**config.mk**
```make
export PLATFORM = sky130hd
export DESIGN_NAME = lockstep_alarm_ctrl
export DESIGN_NICKNAME = d
export VERILOG_FILES = /design/src/rtl/lsa_pkg.sv /design/src/rtl/lsa_regs.sv /design/src/rtl/lsa_state.sv /design/src/rtl/lsa_alarm_core.sv /design/src/rtl/lockstep_alarm_ctrl.sv
export SDC_FILE = /design/constraint.sdc
export NUM_CORES = 1
export LEC_CHECK = 0
export BUFFER_PORTS_ARGS = -buffer_cell sky130_fd_sc_hd__buf_2
export CELL_PAD_IN_SITES_DETAIL_PLACEMENT = 0
export CELL_PAD_IN_SITES_GLOBAL_PLACEMENT = 1
export CORE_MARGIN = 5
export CORE_UTILIZATION = 30
export CTS_BUF_LIST = sky130_fd_sc_hd__clkbuf_2
export CTS_CLUSTER_SIZE = 28
export DETAILED_ROUTE_END_ITERATION = 16
export GPL_TIMING_DRIVEN = 0
export PLACE_DENSITY = 0.57
export SLEW_MARGIN = 10
export SYNTH_ARGS = -nofsm -noshare
export SYNTH_HDL_FRONTEND = slang
export SYNTH_SLANG_ARGS = --single-unit
```
**constraint.sdc**
```tcl
create_clock -name clk -period 4.7 [get_ports clk]
set_input_delay 0.235 -clock clk [delete_from_list [all_inputs] [get_ports clk]]
set_output_delay 0.235 -clock clk [all_outputs]
set_load 0.02 [all_outputs]
```
**src/rtl/lsa_pkg.sv**
```systemverilog
package lsa_pkg;

  typedef enum logic [2:0] {
    ST_OFF  = 3'b001,
    ST_RUN  = 3'b010,
    ST_FAIL = 3'b100
  } lsa_state_e;

  localparam int ADR_ALARM = 0;
  localparam int ADR_STATE = 1;
  localparam int ADR_CTX   = 2;
  localparam int ADR_INJ   = 3;
  localparam int ADR_ROOT  = 4;
  localparam int ADR_RSEL  = 5;
  localparam int ADR_MSKA  = 6;
  localparam int ADR_MSKB  = 7;
  localparam int ADR_SEVA  = 8;
  localparam int ADR_SEVB  = 9;
  localparam int ADR_IRQC  = 10;
  localparam int ADR_EN    = 11;

  localparam int ALM_MISMATCH = 0;
  localparam int ALM_ROOT_A   = 1;
  localparam int ALM_ROOT_B   = 2;
  localparam int ALM_ROOT_C   = 4;
  localparam int ALM_BUDGET   = 17;
  localparam int ALM_CFGERR   = 19;

  localparam logic [31:0] ALM_IMPL  = 32'h000B_001F;
  localparam logic [31:0] MASK_RST  = 32'h0055_5555;
  localparam logic [31:0] SEVA_RST  = 32'h00E8_FCA8;
  localparam logic [31:0] SEVB_RST  = 32'h00AA_0000;

endpackage

```
**src/rtl/lsa_regs.sv**
```systemverilog
module lsa_regs
  import lsa_pkg::*;
#(
  parameter int DW     = 32,
  parameter int AW     = 4,
  parameter int FW     = 24,
  parameter int NSLICE = 23,
  parameter int SW     = 6,
  parameter int CW     = 4,
  parameter int NSEV   = 4
) (
  input  logic              clk,
  input  logic              rst,
  input  logic              wr_en,
  input  logic              rd_en,
  input  logic [AW-1:0]     addr,
  input  logic [DW-1:0]     wdata,
  output logic [DW-1:0]     rdata,
  input  logic [DW-1:0]     alarm_rb,
  input  logic [2:0]        state_rb,
  input  logic [NSLICE-1:0] ctx_rb,
  input  logic [CW-1:0]     rem_rb,
  output logic [DW-1:0]     inj_q,
  output logic              root_arm_q,
  output logic [SW-1:0]     root_sel_q,
  output logic [FW-1:0]     mask_a_q,
  output logic [FW-1:0]     mask_b_q,
  output logic [FW-1:0]     sev_a_q,
  output logic [FW-1:0]     sev_b_q,
  output logic [NSEV-1:0]   irqcfg_q,
  output logic              en_cmd
);

  logic [DW-1:0] rd_mux;

  assign en_cmd = wr_en && (int'(addr) == ADR_EN);

  always_ff @(posedge clk) begin
    if (rst) begin
      inj_q      <= '0;
      root_arm_q <= 1'b0;
      root_sel_q <= '0;
      mask_a_q   <= MASK_RST[FW-1:0];
      mask_b_q   <= MASK_RST[FW-1:0];
      sev_a_q    <= SEVA_RST[FW-1:0];
      sev_b_q    <= SEVB_RST[FW-1:0];
      irqcfg_q   <= '0;
    end else if (wr_en) begin
      case (int'(addr))
        ADR_INJ:  inj_q      <= wdata;
        ADR_ROOT: root_arm_q <= wdata[0];
        ADR_RSEL: root_sel_q <= wdata[SW-1:0];
        ADR_MSKA: mask_a_q   <= wdata[FW-1:0];
        ADR_MSKB: mask_b_q   <= wdata[FW-1:0];
        ADR_SEVA: sev_a_q    <= wdata[FW-1:0];
        ADR_SEVB: sev_b_q    <= wdata[FW-1:0];
        ADR_IRQC: irqcfg_q   <= wdata[NSEV-1:0];
        default: ;
      endcase
    end
  end

  always_comb begin
    rd_mux = '0;
    case (int'(addr))
      ADR_ALARM: rd_mux = alarm_rb;
      ADR_STATE: rd_mux = DW'(state_rb);
      ADR_CTX:   rd_mux = DW'(ctx_rb);
      ADR_INJ:   rd_mux = inj_q;
      ADR_ROOT:  rd_mux = DW'(root_arm_q);
      ADR_RSEL:  rd_mux = DW'(root_sel_q);
      ADR_MSKA:  rd_mux = DW'(mask_a_q);
      ADR_MSKB:  rd_mux = DW'(mask_b_q);
      ADR_SEVA:  rd_mux = DW'(sev_a_q);
      ADR_SEVB:  rd_mux = DW'(sev_b_q);
      ADR_IRQC:  rd_mux = DW'(irqcfg_q);
      ADR_EN:    rd_mux = DW'(rem_rb);
      default:   rd_mux = '0;
    endcase
  end

  always_ff @(posedge clk) begin
    if (rst) rdata <= '0;
    else if (rd_en) rdata <= rd_mux;
  end

endmodule

```
**src/rtl/lsa_state.sv**
```systemverilog
module lsa_state
  import lsa_pkg::*;
#(
  parameter int NSLICE    = 23,
  parameter int SW        = 6,
  parameter int CW        = 4,
  parameter int EN_BUDGET = 2
) (
  input  logic              clk,
  input  logic              rst,
  input  logic              en_cmd,
  input  logic              root_arm,
  input  logic [SW-1:0]     root_sel,
  input  logic [NSLICE-1:0] slice_mm,
  output lsa_state_e        state_q,
  output logic [NSLICE-1:0] ctx_q,
  output logic              root_q,
  output logic              ovf_q,
  output logic [CW-1:0]     rem_q
);

  logic spent_q;
  logic root_hit;

  assign root_hit = root_arm && (int'(root_sel) < NSLICE);

  always_ff @(posedge clk) begin
    if (rst) begin
      root_q <= 1'b0;
    end else if (root_hit) begin
      root_q <= 1'b1;
    end
  end

  always_ff @(posedge clk) begin
    if (rst) begin
      state_q <= ST_OFF;
    end else if (root_q) begin
      state_q <= ST_FAIL;
    end else if (en_cmd && state_q == ST_OFF) begin
      state_q <= ST_RUN;
    end
  end

  always_ff @(posedge clk) begin
    if (rst) begin
      ctx_q <= '0;
    end else if (state_q == ST_RUN) begin
      ctx_q <= ctx_q | slice_mm;
    end
  end

  always_ff @(posedge clk) begin
    if (rst) begin
      rem_q   <= CW'(EN_BUDGET);
      spent_q <= 1'b0;
      ovf_q   <= 1'b0;
    end else if (en_cmd) begin
      if (rem_q != '0) rem_q <= rem_q - 1'b1;
      else if (!spent_q) spent_q <= 1'b1;
      else ovf_q <= 1'b1;
    end
  end


  state_onehot_chk: assert property (@(posedge clk) disable iff (rst)
    $countones(state_q) == 1);


  fail_sticky_chk: assert property (@(posedge clk) disable iff (rst)
    state_q == ST_FAIL |=> state_q == ST_FAIL);


  ctx_hold_chk: assert property (@(posedge clk) disable iff (rst)
    state_q != ST_RUN |=> $stable(ctx_q));


  rem_no_rise_chk: assert property (@(posedge clk) disable iff (rst)
    1'b1 |=> rem_q <= $past(rem_q));

endmodule

```
**src/rtl/lsa_alarm_core.sv**
```systemverilog
module lsa_alarm_core
  import lsa_pkg::*;
#(
  parameter int NALARM = 24,
  parameter int NSEV   = 4
) (
  input  logic              clk,
  input  logic              rst,
  input  logic [NALARM-1:0] inj,
  input  logic              root_flt,
  input  logic              ctx_any,
  input  logic              budget_ovf,
  input  logic [NALARM-1:0] mask_a,
  input  logic [NALARM-1:0] mask_b,
  input  logic [NALARM-1:0] sev_a,
  input  logic [NALARM-1:0] sev_b,
  input  logic [NSEV-1:0]   irqcfg,
  output logic [NALARM-1:0] alarms_q,
  output logic              irq_q
);

  localparam int HALF = NALARM / 2;
  localparam int SVW  = $clog2(NSEV);

  logic [NALARM-1:0] pass_en;
  logic [NALARM-1:0] cfg_bad;
  logic [NALARM-1:0] sev_hit;
  logic [NALARM-1:0] raw;
  logic [NALARM-1:0] act;

  for (genvar k = 0; k < NALARM; k++) begin : g_alm
    logic [1:0]     mcode;
    logic [SVW-1:0] sev;
    if (k < HALF) begin : g_lo
      assign mcode = mask_a[2*k +: 2];
      assign sev   = sev_a[2*k +: SVW];
    end else begin : g_hi
      assign mcode = mask_b[2*(k-HALF) +: 2];
      assign sev   = sev_b[2*(k-HALF) +: SVW];
    end
    assign pass_en[k] = (mcode == 2'b01);
    assign cfg_bad[k] = (mcode == 2'b00) || (mcode == 2'b11);
    assign sev_hit[k] = irqcfg[sev];
  end

  always_comb begin
    raw = inj & ALM_IMPL[NALARM-1:0];
    raw[ALM_MISMATCH] = raw[ALM_MISMATCH] | ctx_any;
    raw[ALM_ROOT_A]   = raw[ALM_ROOT_A]   | root_flt;
    raw[ALM_ROOT_B]   = raw[ALM_ROOT_B]   | root_flt;
    raw[ALM_ROOT_C]   = raw[ALM_ROOT_C]   | root_flt;
    raw[ALM_BUDGET]   = raw[ALM_BUDGET]   | budget_ovf;
    raw[ALM_CFGERR]   = raw[ALM_CFGERR]   | (|cfg_bad);
    act = raw & pass_en;
  end

  always_ff @(posedge clk) begin
    if (rst) begin
      alarms_q <= '0;
      irq_q    <= 1'b0;
    end else begin
      alarms_q <= act;
      irq_q    <= |(act & sev_hit);
    end
  end


  irq_needs_alarm_chk: assert property (@(posedge clk) disable iff (rst)
    irq_q |-> (alarms_q != '0));


  root_alarms_chk: assert property (@(posedge clk) disable iff (rst)
    (root_flt && $past(root_flt) && pass_en[ALM_ROOT_A] && $past(pass_en[ALM_ROOT_A]))
      |-> alarms_q[ALM_ROOT_A]);

endmodule

```
**src/rtl/lockstep_alarm_ctrl.sv**
```systemverilog
module lockstep_alarm_ctrl
  import lsa_pkg::*;
#(
  parameter int DW        = 32,
  parameter int AW        = 4,
  parameter int NSLICE    = 23,
  parameter int NALARM    = 24,
  parameter int NSEV      = 4,
  parameter int CW        = 4,
  parameter int EN_BUDGET = 2
) (
  input  logic              clk,
  input  logic              rst,
  input  logic [NSLICE-1:0] slice_mm,
  input  logic              wr_en,
  input  logic              rd_en,
  input  logic [AW-1:0]     addr,
  input  logic [DW-1:0]     wdata,
  output logic [DW-1:0]     rdata,
  output logic [DW-1:0]     alarms,
  output logic [2:0]        state,
  output logic [NSLICE-1:0] slice_ctx,
  output logic              irq
);

  localparam int SW = $clog2(NSLICE) + 1;

  logic [DW-1:0]     inj_q;
  logic              root_arm_q;
  logic [SW-1:0]     root_sel_q;
  logic [NALARM-1:0] mask_a_q, mask_b_q, sev_a_q, sev_b_q;
  logic [NSEV-1:0]   irqcfg_q;
  logic              en_cmd;
  lsa_state_e        state_q;
  logic [NSLICE-1:0] ctx_q;
  logic              root_q, ovf_q;
  logic [CW-1:0]     rem_q;
  logic [NALARM-1:0] alarms_q;

  assign alarms    = DW'(alarms_q);
  assign state     = state_q;
  assign slice_ctx = ctx_q;

  lsa_regs #(
    .DW(DW), .AW(AW), .FW(NALARM), .NSLICE(NSLICE), .SW(SW), .CW(CW), .NSEV(NSEV)
  ) u_regs (
    .clk(clk), .rst(rst), .wr_en(wr_en), .rd_en(rd_en), .addr(addr),
    .wdata(wdata), .rdata(rdata),
    .alarm_rb(alarms), .state_rb(state_q), .ctx_rb(ctx_q), .rem_rb(rem_q),
    .inj_q(inj_q), .root_arm_q(root_arm_q), .root_sel_q(root_sel_q),
    .mask_a_q(mask_a_q), .mask_b_q(mask_b_q), .sev_a_q(sev_a_q), .sev_b_q(sev_b_q),
    .irqcfg_q(irqcfg_q), .en_cmd(en_cmd)
  );

  lsa_state #(
    .NSLICE(NSLICE), .SW(SW), .CW(CW), .EN_BUDGET(EN_BUDGET)
  ) u_state (
    .clk(clk), .rst(rst), .en_cmd(en_cmd), .root_arm(root_arm_q),
    .root_sel(root_sel_q), .slice_mm(slice_mm), .state_q(state_q),
    .ctx_q(ctx_q), .root_q(root_q), .ovf_q(ovf_q), .rem_q(rem_q)
  );

  lsa_alarm_core #(
    .NALARM(NALARM), .NSEV(NSEV)
  ) u_alarm (
    .clk(clk), .rst(rst), .inj(inj_q[NALARM-1:0]), .root_flt(root_q),
    .ctx_any(|ctx_q), .budget_ovf(ovf_q),
    .mask_a(mask_a_q), .mask_b(mask_b_q), .sev_a(sev_a_q), .sev_b(sev_b_q),
    .irqcfg(irqcfg_q), .alarms_q(alarms_q), .irq_q(irq)
  );

endmodule

```
======== Word-level counts from Yosys, hierarchy flattened ========
Cells that the tools add are included.
word-level totals
  flip-flop bits (word level) ............. 229
  bits of input ports ..................... 63
  output and inout port bits .............. 91
  word-level logic and storage cells ...... 236
operators by class
  $add $sub $neg .......................... 1
  $lt $le $gt $ge ......................... 25
  equal/unequal tests ..................... 62
  muxes and demuxes ....................... 51
  bitwise operators ....................... 10
  reduce and logical (&&, ||, !) cells .... 69
operator list
  cell                                                 number
  case mux 32 bit (12 select lines)                    1
  < comparator 2 x 3 -> 1 bit, second input constant   24
  binary-select mux 1 bit (select 2 bit)               24
  equality test 2 x 1 -> 1 bit, second input constant  24
  equality test 2 bit, second input constant           24
  zero test 2 bit                                      24
  OR reduction 24 bit                                  2
  bitwise AND 20 x 24 -> 24 bit                        1
  bitwise AND 24 bit                                   1
  logical OR 1 bit                                     24
  two-way mux 1 bit                                    24
  bitwise OR 23 bit                                    1
  OR reduction 23 bit                                  1
  equality test 4 bit, second input constant           5
  AND reduction 2 bit                                  10
  equality test 4 x 3 -> 1 bit, second input constant  4
  equality test 4 x 2 -> 1 bit, second input constant  2
  < comparator 6 x 5 -> 1 bit, second input constant   1
  two-way mux 3 bit                                    2
  bitwise OR 1 bit                                     6
  equality test 4 x 1 -> 1 bit, second input constant  1
  zero test 4 bit                                      1
  nonzero test 4 bit                                   1
  subtractor 4 x 1 -> 4 bit, second input constant     1
  other kinds (7)                                      9

======== Longest topological paths before layout ========
  depth in word-level cells ............... 7
  gate-level depth with buffers ........... 8
  gate-level depth less buffers ........... 7

======== Modules after synthesis ========
A second synthesis with hierarchy kept.
second synthesis, totals
  cells, all modules ...................... 1,144
  area total of the unflattened synthesis .. 9,673.0 µm²
modules (own cells, without submodules)
  module               instances  cells each  area an instance (µm²)  seq. area each (µm²)
  lsa_regs             1          897         7,393.3                 3,423.3
  lsa_state            1          123         1,146.1                 660.6
  lsa_alarm_core       1          107         1,019.7                 180.2
  lockstep_alarm_ctrl  1          17          113.9                   0.0

======== Worst setup path after synthesis ========
Ideal clock, no wire load.
  kind .................................... flip-flop to flip-flop
  start point ............................. reg u_regs.mask_a_q[3]
  end point ............................... reg u_alarm.irq_q
  library setup time ...................... 0.122 ns
  data arrival time ....................... 1.626 ns
  data required time ...................... 4.578 ns
  path slack .............................. 2.952 ns
  cell stages (with the launch flop) ...... 7
  buffers on the path ..................... 0
  clock period less this slack ............ 1.748 ns
  cell sequence ........................... dfxtp_1 -> inv_1 -> ha_1 -> nor4_1 -> nand4_1 -> o311a_1 -> a221o_1
between the ends
  word-level cells in the longest chain between the ends .. 7
  elaborated cells between the ends (all ways) .. 9
  classes of those cells .................. 2 x eq/ne; 3 x bitwise; 4 x reduce/logical
RTL lines
  element                                                        line                  RTL
  start: declaration                                             lsa_regs.sv:26        output logic [FW-1:0] mask_a_q,
  start signal: assignment                                       lsa_regs.sv:43        mask_a_q <= MASK_RST[FW-1:0];
  start signal: assignment                                       lsa_regs.sv:53        ADR_MSKA: mask_a_q <= wdata[FW-1:0];
  equality test 2 bit / zero test 2 bit (equally long branches)  lsa_alarm_core.sv:42  assign cfg_bad[k] = (mcode == 2'b00) || (mcode == 2'b11);
  logical OR 1 bit                                               lsa_alarm_core.sv:42
  OR reduction 24 bit                                            lsa_alarm_core.sv:53  raw[ALM_CFGERR] = raw[ALM_CFGERR] | (|cfg_bad);
  bitwise OR 1 bit                                               lsa_alarm_core.sv:53
  bitwise AND 20 x 24 -> 24 bit (*)                              lsa_alarm_core.sv:54  act = raw & pass_en;
  bitwise AND 24 bit (*)                                         lsa_alarm_core.sv:63  irq_q <= |(act & sev_hit);
  OR reduction 24 bit (*)                                        lsa_alarm_core.sv:63
  end signal: assignment                                         lsa_alarm_core.sv:63
  end: declaration                                               lsa_alarm_core.sv:19  output logic irq_q
Mark *: on every way between the ends. The rest lies on a longest branch, timed or not.
A chain may end at the register's enable or synchronous reset.

======== Final worst setup path ========
  start point ............................. reg u_state.ctx_q[11]
  end point ............................... reg u_alarm.irq_q
between the ends
  word-level cells in the longest chain between the ends .. 5
RTL lines
  element                        line                       RTL
  start: declaration             lsa_state.sv:16            output logic [NSLICE-1:0] ctx_q,
  start signal: assignment       lsa_state.sv:49            ctx_q <= ctx_q | slice_mm;
  OR reduction 23 bit            lockstep_alarm_ctrl.sv:67  .ctx_any(|ctx_q), .budget_ovf(ovf_q),
  bitwise OR 1 bit               lsa_alarm_core.sv:48       raw[ALM_MISMATCH] = raw[ALM_MISMATCH] | ctx_any;
  bitwise AND 20 x 24 -> 24 bit  lsa_alarm_core.sv:54
  bitwise AND 24 bit             lsa_alarm_core.sv:63
  OR reduction 24 bit            lsa_alarm_core.sv:63
Every way passes these cells.

==> summary.md <==
| Metric | Value |
|---|---|
| Num CTS Buffers | 59 |
| CP Max Fanout | 4 |
| Setup crit start kind | flop |
| Dpl cell area | between 10000 and 15000 um^2 |
| Post-synthesis cell type count | 60 |
| Fmax | about 460 MHz |
| Share of layout cells above drive strength 1 | 0.215 |
| Placed Cells | roughly 1700 |
| Fin nets | about 1500 |
| DR DRC count | 0 |
| Post-Syn Instances | 1114 |
| Setup violators final | 0 |
| Hold Path Depth | 5 |
| Core area | between 30000 and 40000 um^2 |
| Later-pin clock latency in the skew report | approximately 0.87 ns |
| # IOs | between 150 and 200 |
| Total power | roughly 0.0035 W |
| Mapped Area | 9210 um^2 |
| Fin area | 11500 um^2 |
| ANT nets after route | 0 |
| Post-synth EDFFs | 0 |
| GPL Wtd Cong | approximately 0.9 |
| DRT Wirelength | about 42000 um |
| DR vias/cell | 5.12 |
| Total gr overflow | 0 |
| Reg clk slew, reported paths | about 0.10 ns |
| Synthesis-stage register bit count | 213 |
| Clk root buf | clkbuf_2 |
| Largest net degree at the start of global routing | 16 |
| Slew margin rel. | 0.342 |
| First-pass GRT wire length | approximately 60000 um |
| Post-Layout Cell Count | approximately 1800 |
| Synth area leaders | dfxtp_1, nand2_1, a21oi_1, a222oi_1, nand3_1 |
| Static Leak | between 4 and 5 nW |
| Die width | 185 um |
| GR Util All Layers | 0.238 |
| Worst hold path class | input port to flop |
| Async S/R FF share, synth | 0 |
| Pwr/cell area | approximately 300 nW/um^2 |
| Top FF cell, synth | dfxtp_1 |
| CTS tree | done |
| Setup crit end kind | flop |
| Worst Path Arrival | between 2 and 3 ns |
| Vias post-DR | between 9000 and 10000 |
| Share of the synthesized area in the top cell type | 0.463 |
| Post-cts resize count | 0 |
| Chip height | 185 um |
| Hold Vio Cnt, Final | 0 |
| Biggest area consumer among synthesized cells | dfxtp_1 |
| Vias in the first global route | approximately 9000 |
| Area Growth Syn to Fin | 25.4% |
| Worst-case clock buffer depth | 3 |
| Peak VDD IR | roughly 140 uV |
| TNS Setup | 0 ns |
| # rows | 64 |
| Sequential element share of the synthesized area | 0.463 |
| I/O Buffers | around 130 |
| Antenna violations before repair | 1 |
| Max cap viols | 0 |
| Clk sinks | 213 |
| Critical Path RT | 5.44 ns |
| Detailed placement HPWL | about 29000 um |
| Die area | between 30000 and 40000 um^2 |
| Initial core utilization | 0.303 |
| Syn avg cell area | a little over 8 um^2 |
| RSZ-0062 raised after global routing | no |
| Setup Skew | ~0.033 ns |
| Worst R2R Path Depth | 4 |
| Drt first-iter violations | between 1000 and 1500 |
| Drt pass-1 iters | 6 |
| Kind of critical path | flop to flop |
| Final period util | 0.466 |
| Htree depth | 2 |
| YS warnings | 0 |
| Final Max Slew Viols | 0 |
| Status | completed |
| Final min period | between 2 and 2.5 ns |
| Wire per inst | between 20 and 25 um |
| Slew @ Worst Pin | 0.980 ns |
-- cell families after synthesis --
family          share of synthesized area
simple gates                        0.227
compound gates                      0.167
flops                               0.463
buf+inv                            0.0726
mux                                0.0397
xor+xnor                           0.0162
fa+ha+maj                          0.0136
other cells                      0.000407
-- final timing paths --
| path | start | end | slack [ns] |
|---|---|---|---|
| worst max-delay path | u_state.ctx_q[11] | u_alarm.irq_q | 2.51 |
| worst min-delay path | addr[2] | u_regs.rdata[1] | 0.08 |
| worst max register to register | u_state.ctx_q[11] | u_alarm.irq_q | 2.51 |
| worst min register to register | u_regs.inj_q[27] | u_regs.inj_q[27] | 0.46 |
-- timing repair --
item                                   in CTS  in global routing
buffers inserted                            0                  0
endpoints found under the hold margin     180                  0
hold buffers                               60                  0
setup endpoints to repair                   0                  0
-- cells in the mapped netlist (all sizes together) (3+ instances only) --
master    n
a21oi   161
a221oi    3
a222oi   34
a22o      3
a22oi    16
a31oi     9
and2      5
and3      4
buf      69
clkbuf   42
dfxtp   213
ha       10
inv      13
mux2      4
mux2i    14
mux4      8
nand2   287
nand2b    5
nand3    60
nand3b    3
nand4     4
nor2     71
nor3      3
nor3b     4
nor4      8
nor4b     3
o21ai     8
or4       4
xnor2    12
xor2      5
-- area by class of cell --
cell class	count	area, um^2
Tap cell	396	495
Inverter	13	48.8
Timing Repair Buffer	187	1240
Multi-Input combinational cell	800	4370
Sequential cell	213	4260
Clock buffer	91	455
Antenna cell	1	2.50
Buffer	111	619
Fill cell	3324	18900
Clock inverter	14	57.6
-- routing by layer --
metal  part of all wire  vias up  wire [um]  global-route usage
met5                  0        -          0                   0
met1               0.46     4463      19000               0.336
met3              0.073       69       3030              0.0395
met2               0.45      418      18600               0.375
li1                   -     4403          -                   -
met4              0.025        0       1020              0.0728
-- sequential cells by signal (all words and copies together) (netlist names), 3 cells and up --
name,count
u_state.ctx_q,23
u_regs.sev_a_q,24
u_state.rem_q,4
u_regs.mask_b_q,24
u_regs.sev_b_q,24
u_alarm.alarms_q,8
u_regs.rdata,32
u_regs.inj_q,32
u_state.state_q,3
u_regs.root_sel_q,6
u_regs.mask_a_q,24
u_regs.irqcfg_q,4
-- power by group --
part,switching (W),internal (W),total [W]
Clock,0.000814,0.000509,0.00132
Sequential,0.0000251,0.00183,0.00186
Combinational,0.000234,0.000134,0.000369
Total,0.00107,0.00247,0.00355
-- placed cells by master (no fill, tap or decap), types with 5 or more instances in the layout --
cell type      count
nand2_1          287
dfxtp_1          213
a21oi_1          161
buf_2            157
clkbuf_2          91
nor2_1            71
nand3_1           60
dlygate4sd3_1     60
clkbuf_1          42
a222oi_1          34
buf_4             32
conb_1            24
a22oi_1           16
mux2i_1           14
inv_1             13
xnor2_1           12
clkinv_1          12
ha_1              10
a31oi_1            9
o21ai_0            8
mux4_2             8
nor4_1             7
buf_6              6
xor2_1             5
nand2b_1           5
-- worst max-delay path, cell delays in order, from the launching register on --
cell     delay (ns)
dfxtp_1        0.38
nor4_1         0.61
nand4_1        0.27
o311a_1        0.43
a221o_1        0.38
-- stage by stage --
step	util	worst slack, ns	hold slack [ns]
6_report	0.379	2.51	0.0767
5_1_grt	0.379	2.44	0.0595
4_1_cts	0.379	2.58	0.00134
3_5_place_dp	0.343	2.28	0.448
3_3_place_gp	0.343	2.30	0.444
2_1_floorplan	-	2.95	0.359
Note: power is estimated with default switching activity, not from simulation.
